### src/rtl/fir_pkg.sv
package fir_pkg;
    localparam int TAPS_DEF   = 4;
    localparam int SAMP_W_DEF = 6;
    localparam int OUT_W_DEF  = 8;
endpackage

### src/rtl/fir_coef_loader.sv
module fir_coef_loader #(
    parameter int TAPS   = fir_pkg::TAPS_DEF,
    parameter int COEF_W = fir_pkg::SAMP_W_DEF
) (
    input  logic                               clk,
    input  logic                               rst,
    input  logic [COEF_W-1:0]                  din,
    output logic                               load_en,
    output logic [TAPS-1:0][COEF_W-1:0]        coef
);
    localparam int CNT_W = $clog2(TAPS + 1);

    typedef struct packed {
        logic [CNT_W-1:0]             cnt;
        logic [TAPS-1:0][COEF_W-1:0]  coef;
    } ld_t;

    ld_t st_d, st_q;

    // Weight chain: new word enters slot 0 and older words move up,
    // so the first word ends in the highest slot.
    always_comb begin
        st_d = st_q;
        if (st_q.cnt < CNT_W'(TAPS)) begin
            st_d.cnt     = st_q.cnt + 1'b1;
            st_d.coef[0] = din;
            for (int i = 1; i < TAPS; i++) begin
                st_d.coef[i] = st_q.coef[i-1];
            end
        end
    end

    always_ff @(posedge clk) begin
        if (rst) st_q <= '0;
        else     st_q <= st_d;
    end

    assign load_en = (st_q.cnt < CNT_W'(TAPS));
    assign coef    = st_q.coef;

    AST_LOAD_ONCE: assert property (@(posedge clk) disable iff (rst)
        !load_en |=> !load_en);
    AST_CNT_BOUND: assert property (@(posedge clk) disable iff (rst)
        st_q.cnt <= CNT_W'(TAPS));
    AST_COEF_FROZEN: assert property (@(posedge clk) disable iff (rst)
        !load_en |=> $stable(coef));
endmodule

### src/rtl/fir_sample_line.sv
module fir_sample_line #(
    parameter int TAPS   = fir_pkg::TAPS_DEF,
    parameter int SAMP_W = fir_pkg::SAMP_W_DEF
) (
    input  logic                               clk,
    input  logic                               rst,
    input  logic                               shift_en,
    input  logic [SAMP_W-1:0]                  din,
    output logic [TAPS-1:0][SAMP_W-1:0]        taps
);
    typedef struct packed {
        logic [TAPS-1:0][SAMP_W-1:0] line;
    } ln_t;

    ln_t ln_d, ln_q;

    // Slot k holds the sample that is k positions old.
    always_comb begin
        ln_d = ln_q;
        if (shift_en) begin
            ln_d.line[0] = din;
            for (int i = 1; i < TAPS; i++) begin
                ln_d.line[i] = ln_q.line[i-1];
            end
        end
    end

    always_ff @(posedge clk) begin
        if (rst) ln_q <= '0;
        else     ln_q <= ln_d;
    end

    assign taps = ln_q.line;

    AST_LINE_IDLE: assert property (@(posedge clk) disable iff (rst)
        !shift_en |-> (ln_q.line == '0));
endmodule

### src/rtl/fir_mac_sum.sv
module fir_mac_sum #(
    parameter int TAPS   = fir_pkg::TAPS_DEF,
    parameter int SAMP_W = fir_pkg::SAMP_W_DEF,
    parameter int OUT_W  = fir_pkg::OUT_W_DEF
) (
    input  logic [TAPS-1:0][SAMP_W-1:0] samp,
    input  logic [TAPS-1:0][SAMP_W-1:0] coef,
    output logic [OUT_W-1:0]            result
);
    localparam int PROD_W = 2 * SAMP_W;
    localparam int SUM_W  = PROD_W + $clog2(TAPS);
    localparam int DROP   = SUM_W - OUT_W;

    logic signed [PROD_W-1:0] prod [TAPS];
    logic signed [SUM_W-1:0]  acc;

    for (genvar k = 0; k < TAPS; k++) begin : g_tap
        assign prod[k] = $signed(samp[k]) * $signed(coef[k]);
    end

    always_comb begin
        acc = '0;
        for (int k = 0; k < TAPS; k++) begin
            acc = acc + SUM_W'(prod[k]);
        end
    end

    // Arithmetic shift keeps the floor behaviour on negative sums.
    assign result = OUT_W'(acc >>> DROP);
endmodule

### src/rtl/fir_serial_top.sv
module fir_serial_top #(
    parameter int TAPS   = fir_pkg::TAPS_DEF,
    parameter int SAMP_W = fir_pkg::SAMP_W_DEF,
    parameter int OUT_W  = fir_pkg::OUT_W_DEF
) (
    input  logic              clk,
    input  logic              rst,
    input  logic [SAMP_W-1:0] din,
    output logic [OUT_W-1:0]  dout
);
    typedef struct packed {
        logic [OUT_W-1:0] dout;
    } out_t;

    logic                              load_en;
    logic [TAPS-1:0][SAMP_W-1:0]       coef;
    logic [TAPS-1:0][SAMP_W-1:0]       taps;
    logic [OUT_W-1:0]                  mac_out;
    out_t                              out_d, out_q;

    fir_coef_loader #(.TAPS(TAPS), .COEF_W(SAMP_W)) u_loader (
        .clk     (clk),
        .rst     (rst),
        .din     (din),
        .load_en (load_en),
        .coef    (coef)
    );

    fir_sample_line #(.TAPS(TAPS), .SAMP_W(SAMP_W)) u_line (
        .clk      (clk),
        .rst      (rst),
        .shift_en (!load_en),
        .din      (din),
        .taps     (taps)
    );

    fir_mac_sum #(.TAPS(TAPS), .SAMP_W(SAMP_W), .OUT_W(OUT_W)) u_mac (
        .samp   (taps),
        .coef   (coef),
        .result (mac_out)
    );

    always_comb begin
        out_d      = out_q;
        out_d.dout = mac_out;
    end

    always_ff @(posedge clk) begin
        if (rst) out_q <= '0;
        else     out_q <= out_d;
    end

    assign dout = out_q.dout;

    AST_RESET_CLEAR: assert property (@(posedge clk)
        rst |=> (dout == '0));
    AST_QUIET_LOAD: assert property (@(posedge clk) disable iff (rst)
        load_en |=> (dout == '0));
endmodule

### config.mk
export PLATFORM = sky130hd
export DESIGN_NAME = fir_serial_top
export DESIGN_NICKNAME = d
export VERILOG_FILES = /design/src/rtl/fir_pkg.sv /design/src/rtl/fir_coef_loader.sv /design/src/rtl/fir_sample_line.sv /design/src/rtl/fir_mac_sum.sv /design/src/rtl/fir_serial_top.sv
export SDC_FILE = /design/constraint.sdc
export NUM_CORES = 1
export LEC_CHECK = 0
export BUFFER_PORTS_ARGS = -buffer_cell sky130_fd_sc_hd__buf_2
export CAP_MARGIN = 20
export CORE_MARGIN = 4
export CORE_UTILIZATION = 55
export DETAILED_ROUTE_END_ITERATION = 7
export GPL_TIMING_DRIVEN = 1
export PLACE_DENSITY = 0.82
export SYNTH_ARGS = -nofsm -noshare
export SYNTH_HDL_FRONTEND = slang
export SYNTH_SLANG_ARGS = --single-unit
### constraint.sdc
create_clock -name clk -period 12.3 [get_ports clk]
set_input_delay 0 -clock clk [delete_from_list [all_inputs] [get_ports clk]]
set_output_delay 0 -clock clk [all_outputs]
set_load 0.1 [all_outputs]
### Word level (Yosys, flattened, before mapping)

Cells that the tools add are included.
Widths: inputs -> output; s select.

| operators by class | value |
|---|---|
| bitwise operators | 0 |
| $add $sub $neg | 4 |
| equality and inequality tests | 0 |
| div/mod/pow operators | 0 |
| multiplexer cells | 0 |
| shifts and indexed selects | 0 |
| reduce and logical (&&, ||, !) cells | 0 |
| multipliers | 4 |
| magnitude comparators | 1 |

Operator list:

| operator | number |
|---|---|
| $mul 6x6->12 | 4 |
| $add 13x12->14 | 1 |
| $add 14x12->14 | 1 |
| $add 12x12->13 | 1 |
| $add 3x1->3 const B | 1 |
| $lt 3x3->1 const B | 1 |

| word-level totals | value |
|---|---|
| register bits | 59 |
| RAM bits | 0 |
| memories kept | 0 |
| bits in latches | 0 |
| ROM bits | 0 |
| output and inout bits | 8 |
| word-level logic and storage cells | 19 |

### Logic depth before layout (Yosys ltp)

| depth | value |
|---|---|
| word-level depth | 4 |
| gate-level depth with buffers | 22 |
| depth with buffers taken out | 22 |

### Modules after synthesis

From an unflattened synthesis, not the netlist that was laid out.

| second synthesis, totals | value |
|---|---|
| cell total of the unflattened synthesis | 856 |
| area, all modules | 8456.9 um2 |

By module, submodules not included:

| module | cells an instance | area each (um2) | seq. area each (um2) | instances |
|---|---|---|---|---|
| fir_mac_sum | 649 | 6206.0 | 0.0 | 1 |
| fir_coef_loader | 113 | 1167.4 | 540.5 | 1 |
| fir_sample_line | 77 | 869.6 | 480.5 | 1 |
| fir_serial_top | 17 | 214.0 | 160.2 | 1 |

### Worst setup path after synthesis

Ideal clock, no wire load.

| timing path | value |
|---|---|
| path type | flip-flop to flip-flop |
| from | reg u_loader.st_q, in the netlist u_loader.coef[0] |
| to | reg out_q, in the netlist dout[7] |
| path slack | 6576 ps |
| stages on the path, launching flop included | 21 |
| library setup time | 70 ps |
| data required time | 12230 ps |
| arrival time | 5654 ps |
| buffers on the path | 0 |
| path through | dfxtp_1 > nand2_1 > inv_1 > fa_1 > inv_1 > fa_1 > fa_1 > inv_1 > fa_1 > inv_1 > fa_1 > fa_1 > fa_1 > inv_1 > ha_1 > nand2_1 > nor2_1 > a2111oi_0 > a21oi_1 > or3_1 > a21oi_1 |

| on the way | value |
|---|---|
| longest elaborated chain between the ends | 4 |

Ends and longest elaborated chain:

| what | line | source |
|---|---|---|
| start, declared | fir_coef_loader.sv:18 | `ld_t st_d, st_q;` |
| start signal, assigned | fir_coef_loader.sv:35 | `else st_q <= st_d;` |
| $mul 6x6->12 | fir_mac_sum.sv:18 | `assign prod[k] = $signed(samp[k]) * $signed(coef[k]);` |
| $add 12x12->13 | fir_mac_sum.sv:24 | `acc = acc + SUM_W'(prod[k]);` |
| $add 13x12->14 | fir_mac_sum.sv:24 |  |
| $add 14x12->14 | fir_mac_sum.sv:24 |  |
| end signal, assigned | fir_serial_top.sv:50 | `else out_q <= out_d;` |
| end, declared | fir_serial_top.sv:19 | `out_t out_d, out_q;` |

Every way passes these cells.
A chain may end at the register's enable or synchronous reset.

### Worst setup path in the final report

| timing path | value |
|---|---|
| from | reg u_line.ln_q, in the netlist u_line.taps[4] |
| to | reg out_q, in the netlist dout[7] |

| on the way | value |
|---|---|
| longest elaborated chain between the ends | 4 |

Ends and longest elaborated chain:

| what | line | source |
|---|---|---|
| start, declared | fir_sample_line.sv:15 | `ln_t ln_d, ln_q;` |
| start signal, assigned | fir_sample_line.sv:30 | `else ln_q <= ln_d;` |
| $mul 6x6->12 | fir_mac_sum.sv:18 |  |
| $add 12x12->13 | fir_mac_sum.sv:24 |  |
| $add 13x12->14 | fir_mac_sum.sv:24 |  |
| $add 14x12->14 | fir_mac_sum.sv:24 |  |

Every way passes these cells.

==> impl_results.md <==
* Status: complete, no violations
* Synth Cell Area at around 0.0081 sq mm
* Crit path max-delay family: adder cells
* CTS-repair resized insts at 0
* CP most frequent cell: fa_1
* Fin util at 60.4%
* Final period utilization at 50.4%
* First-pass GRT wire length at 30.0 mm
* CP Max Fanout at 8
* Chip Width at 130 um
* Mapped Nets at 1076
* Slew HR at 39.8%
* Design Area, Final at between 0.008 and 0.009 sq mm
* Sequential area share after synthesis at 14.5%
* DRC marker count from the first detailed-route iteration at 273
* Vias post-DR at 5373
* M2 GR Usage at 40.0%
* GRT met1 Usage at 29.6%
* Via density at 5.16
* WHS Path Cells at 2
* Placed cell area at 0.00839 sq mm
* Crit path max-delay cell type: fa_1
* Die ar. at 0.0168 sq mm
* CTS Sinks at 59
* Slew Viols, Final at 0
* Final ANT Viol Nets at 0
* Core area at ~0.015 sq mm
* Cells after Synth at 833
* Avg Inst Size Synth at 9.76 sq um
* Crit start category: register
* Placed insts at 1019
* Initial antenna violation count at 0
* Total Routed Length at about 17 mm
* Avg WL per Cell at 16.7 um
* IO Port Bufs at 15
* CP required at 12.58 ns
* CTS clock-pin slew for the worst setup and hold paths at approximately 0.07 ns
* R2r worst-path depth at 20
* RSZ-0062 raised after global routing: false
* CTS buffer count at 9
* Setup-failing EPs final at 0
* Share of cells above drive strength 1 at 4.08%
* Drt pass-1 iters at 4
* DP HPWL at 13.9 mm
* GR peak layer: met2
* Final hold violations at 0
* Vias in the first global route at between 5000 and 6000
* Core Rows at 44
* Worst-Skew Late Latency at 0.35 ns
* Least-Margin Pin Slew at about 0.90 ns
* PD cells at about 83 mW/mm^2
* CTS root buffer: clkbuf_16
* Met3 Track Usage GR at 3.63%
* Initial Util at 55.9%
* Clock buffer depth at 2
* GP Congestion at about 0.91
* Crit path largest cell delay at 0.55 ns
* CTS tree: done
* Tot GR Track Use at a little under a quarter
* Worst path bufs/invs at 5
* Max H-tree Level at 3
* VDD IR-drop max at ~0.063 mV
* Setup TNS Final at 0 ns
* Largest net degree at the start of global routing at 60
* Power Total at 0.730 mW
* DIE HEIGHT at 130 um
* CP Class: register to register
* ANT cells at 0
* Total global routing overflow at 0
* Library cells used by synthesis at 28
* Nets at 1096
* P_leak at 4.36 nW
* Critical path endpoint category: register
* Non-Filler Instances at 1042
* Flops & latches, synth at 59
* Max-cap viol count at 0
* Yosys warns at 0
* DRC viols at 0
* Hold Crit Class: primary input to register
* Final Skew at 0.0133 ns
* Worst path depth at 20
* Layout area overhead at 7.93%
* Ports at 16
* R2R Setup Slk at 6.10 ns
* Min Tclk post-route at 6.20 ns
* Fmax at 0.161 GHz
* Worst-path cell chain: nand2_1 -> fa_1 -> inv_1 -> fa_1 -> inv_1 -> fa_1 -> fa_1 -> inv_1 -> fa_1 -> inv_1 -> fa_1 -> fa_1 -> inv_1 -> ha_1 -> a21oi_1 -> nand2_1 -> o21ai_0 -> a21oi_1 -> or3_1 -> a21oi_1
* CP arrival at 6.48 ns
## synth_stat cells
cell       count  area [sq um]
and3b_1        1          8.76
nand3b_1       1          7.51
nor2_1        59           221
o21a_1         2          15.0
o21ai_0        8          40.0
nor3b_1        1          7.51
inv_1        225           845
xor2_1         4          35.0
nor3_1         4          20.0
and2_1        74           463
clkbuf_1       9          33.8
or3_1          3          18.8
mux2i_1       49           490
nand2b_1      14          87.6
o21bai_1       1          7.51
mux2_2         1          11.3
dfxtp_1       59          1180
fa_1         171          3420
a211oi_1       2          15.0
ha_1          64           801
a2111oi_0      1          8.76
nand2_1       50           188
nand3_1        1          5.00
buf_2          5          25.0
nand4_1        1          6.26
xnor2_1       12           105
nor2b_1        4          25.0
a21oi_1        7          35.0
## state kept, by name (all words and copies together) (netlist names)
signal         count
dout               8
u_line.taps       24
u_loader.st_q      3
u_loader.coef     24
## timing repair
action | in CTS | in global routing
hold buffers | 6 | 0
setup buffers | 0 | 0
endpoints found under the hold margin | 12 | 0
## final timing paths
| check | startpoint | to |
|---|---|---|
| hold / removal | rst | u_line.taps[9] |
| setup reg to reg | u_line.taps[4] | dout[7] |
| hold reg to reg | u_loader.st_q[25] | u_loader.st_q[25] |
| setup / recovery | u_line.taps[4] | dout[7] |
## layout by cell type (no fill, tap or decap), types with 14 or more instances in the layout
cell      count
and2_1       74
nand2b_1     14
fa_1        171
inv_1       225
dfxtp_1      58
mux2i_1      49
ha_1         64
nor2_1       59
buf_2        15
nand2_1      50
## metrics by stage
step           setup slack [ns]  hold slack (ns)
5_1_grt                    5.70            0.207
4_1_cts                    6.10            0.369
6_report                   6.10            0.150
3_3_place_gp               6.20            0.248
3_5_place_dp               6.13            0.258
2_1_floorplan              6.58            0.144
## where the power goes
part	leakage, nW	internal, mW	switching, mW	total [mW]
Combinational	3.73	0.0835	0.157	0.241
Clock	0.142	0.158	0.108	0.266
Sequential	0.482	0.207	0.0171	0.224
Total	4.36	0.448	0.282	0.730
## cells by family after synthesis
family,count (synthesis),share of synthesized area [%]
DFF,59,14.5
xor gates and xnor gates,16,1.72
muxes,50,6.17
and+or+nand+nor,213,13.0
AOI/OAI and AO/OA,21,1.49
buffers and inverters,239,11.1
adders and majority gates,235,52.0
## final cells by class
cell class	count	area, sq um
clock inverters	7	76.3
clock buffers	9	225
well taps	184	230
flip-flops and latches	59	1180
repair buffers	23	170
fillers	1235	5760
multi-input cells	535	6050
inverters	225	845
## metal layers
metal / wire (um) / vias to the layer above / share of wire (%)
met1: 6900 / 2722 / 40
met5: 0 / - / 0
li1: - / 2471 / -
met4: 570 / 0 / 3.3
met2: 9110 / 137 / 52
met3: 787 / 43 / 4.5
(Power assumes the default switching activity.)
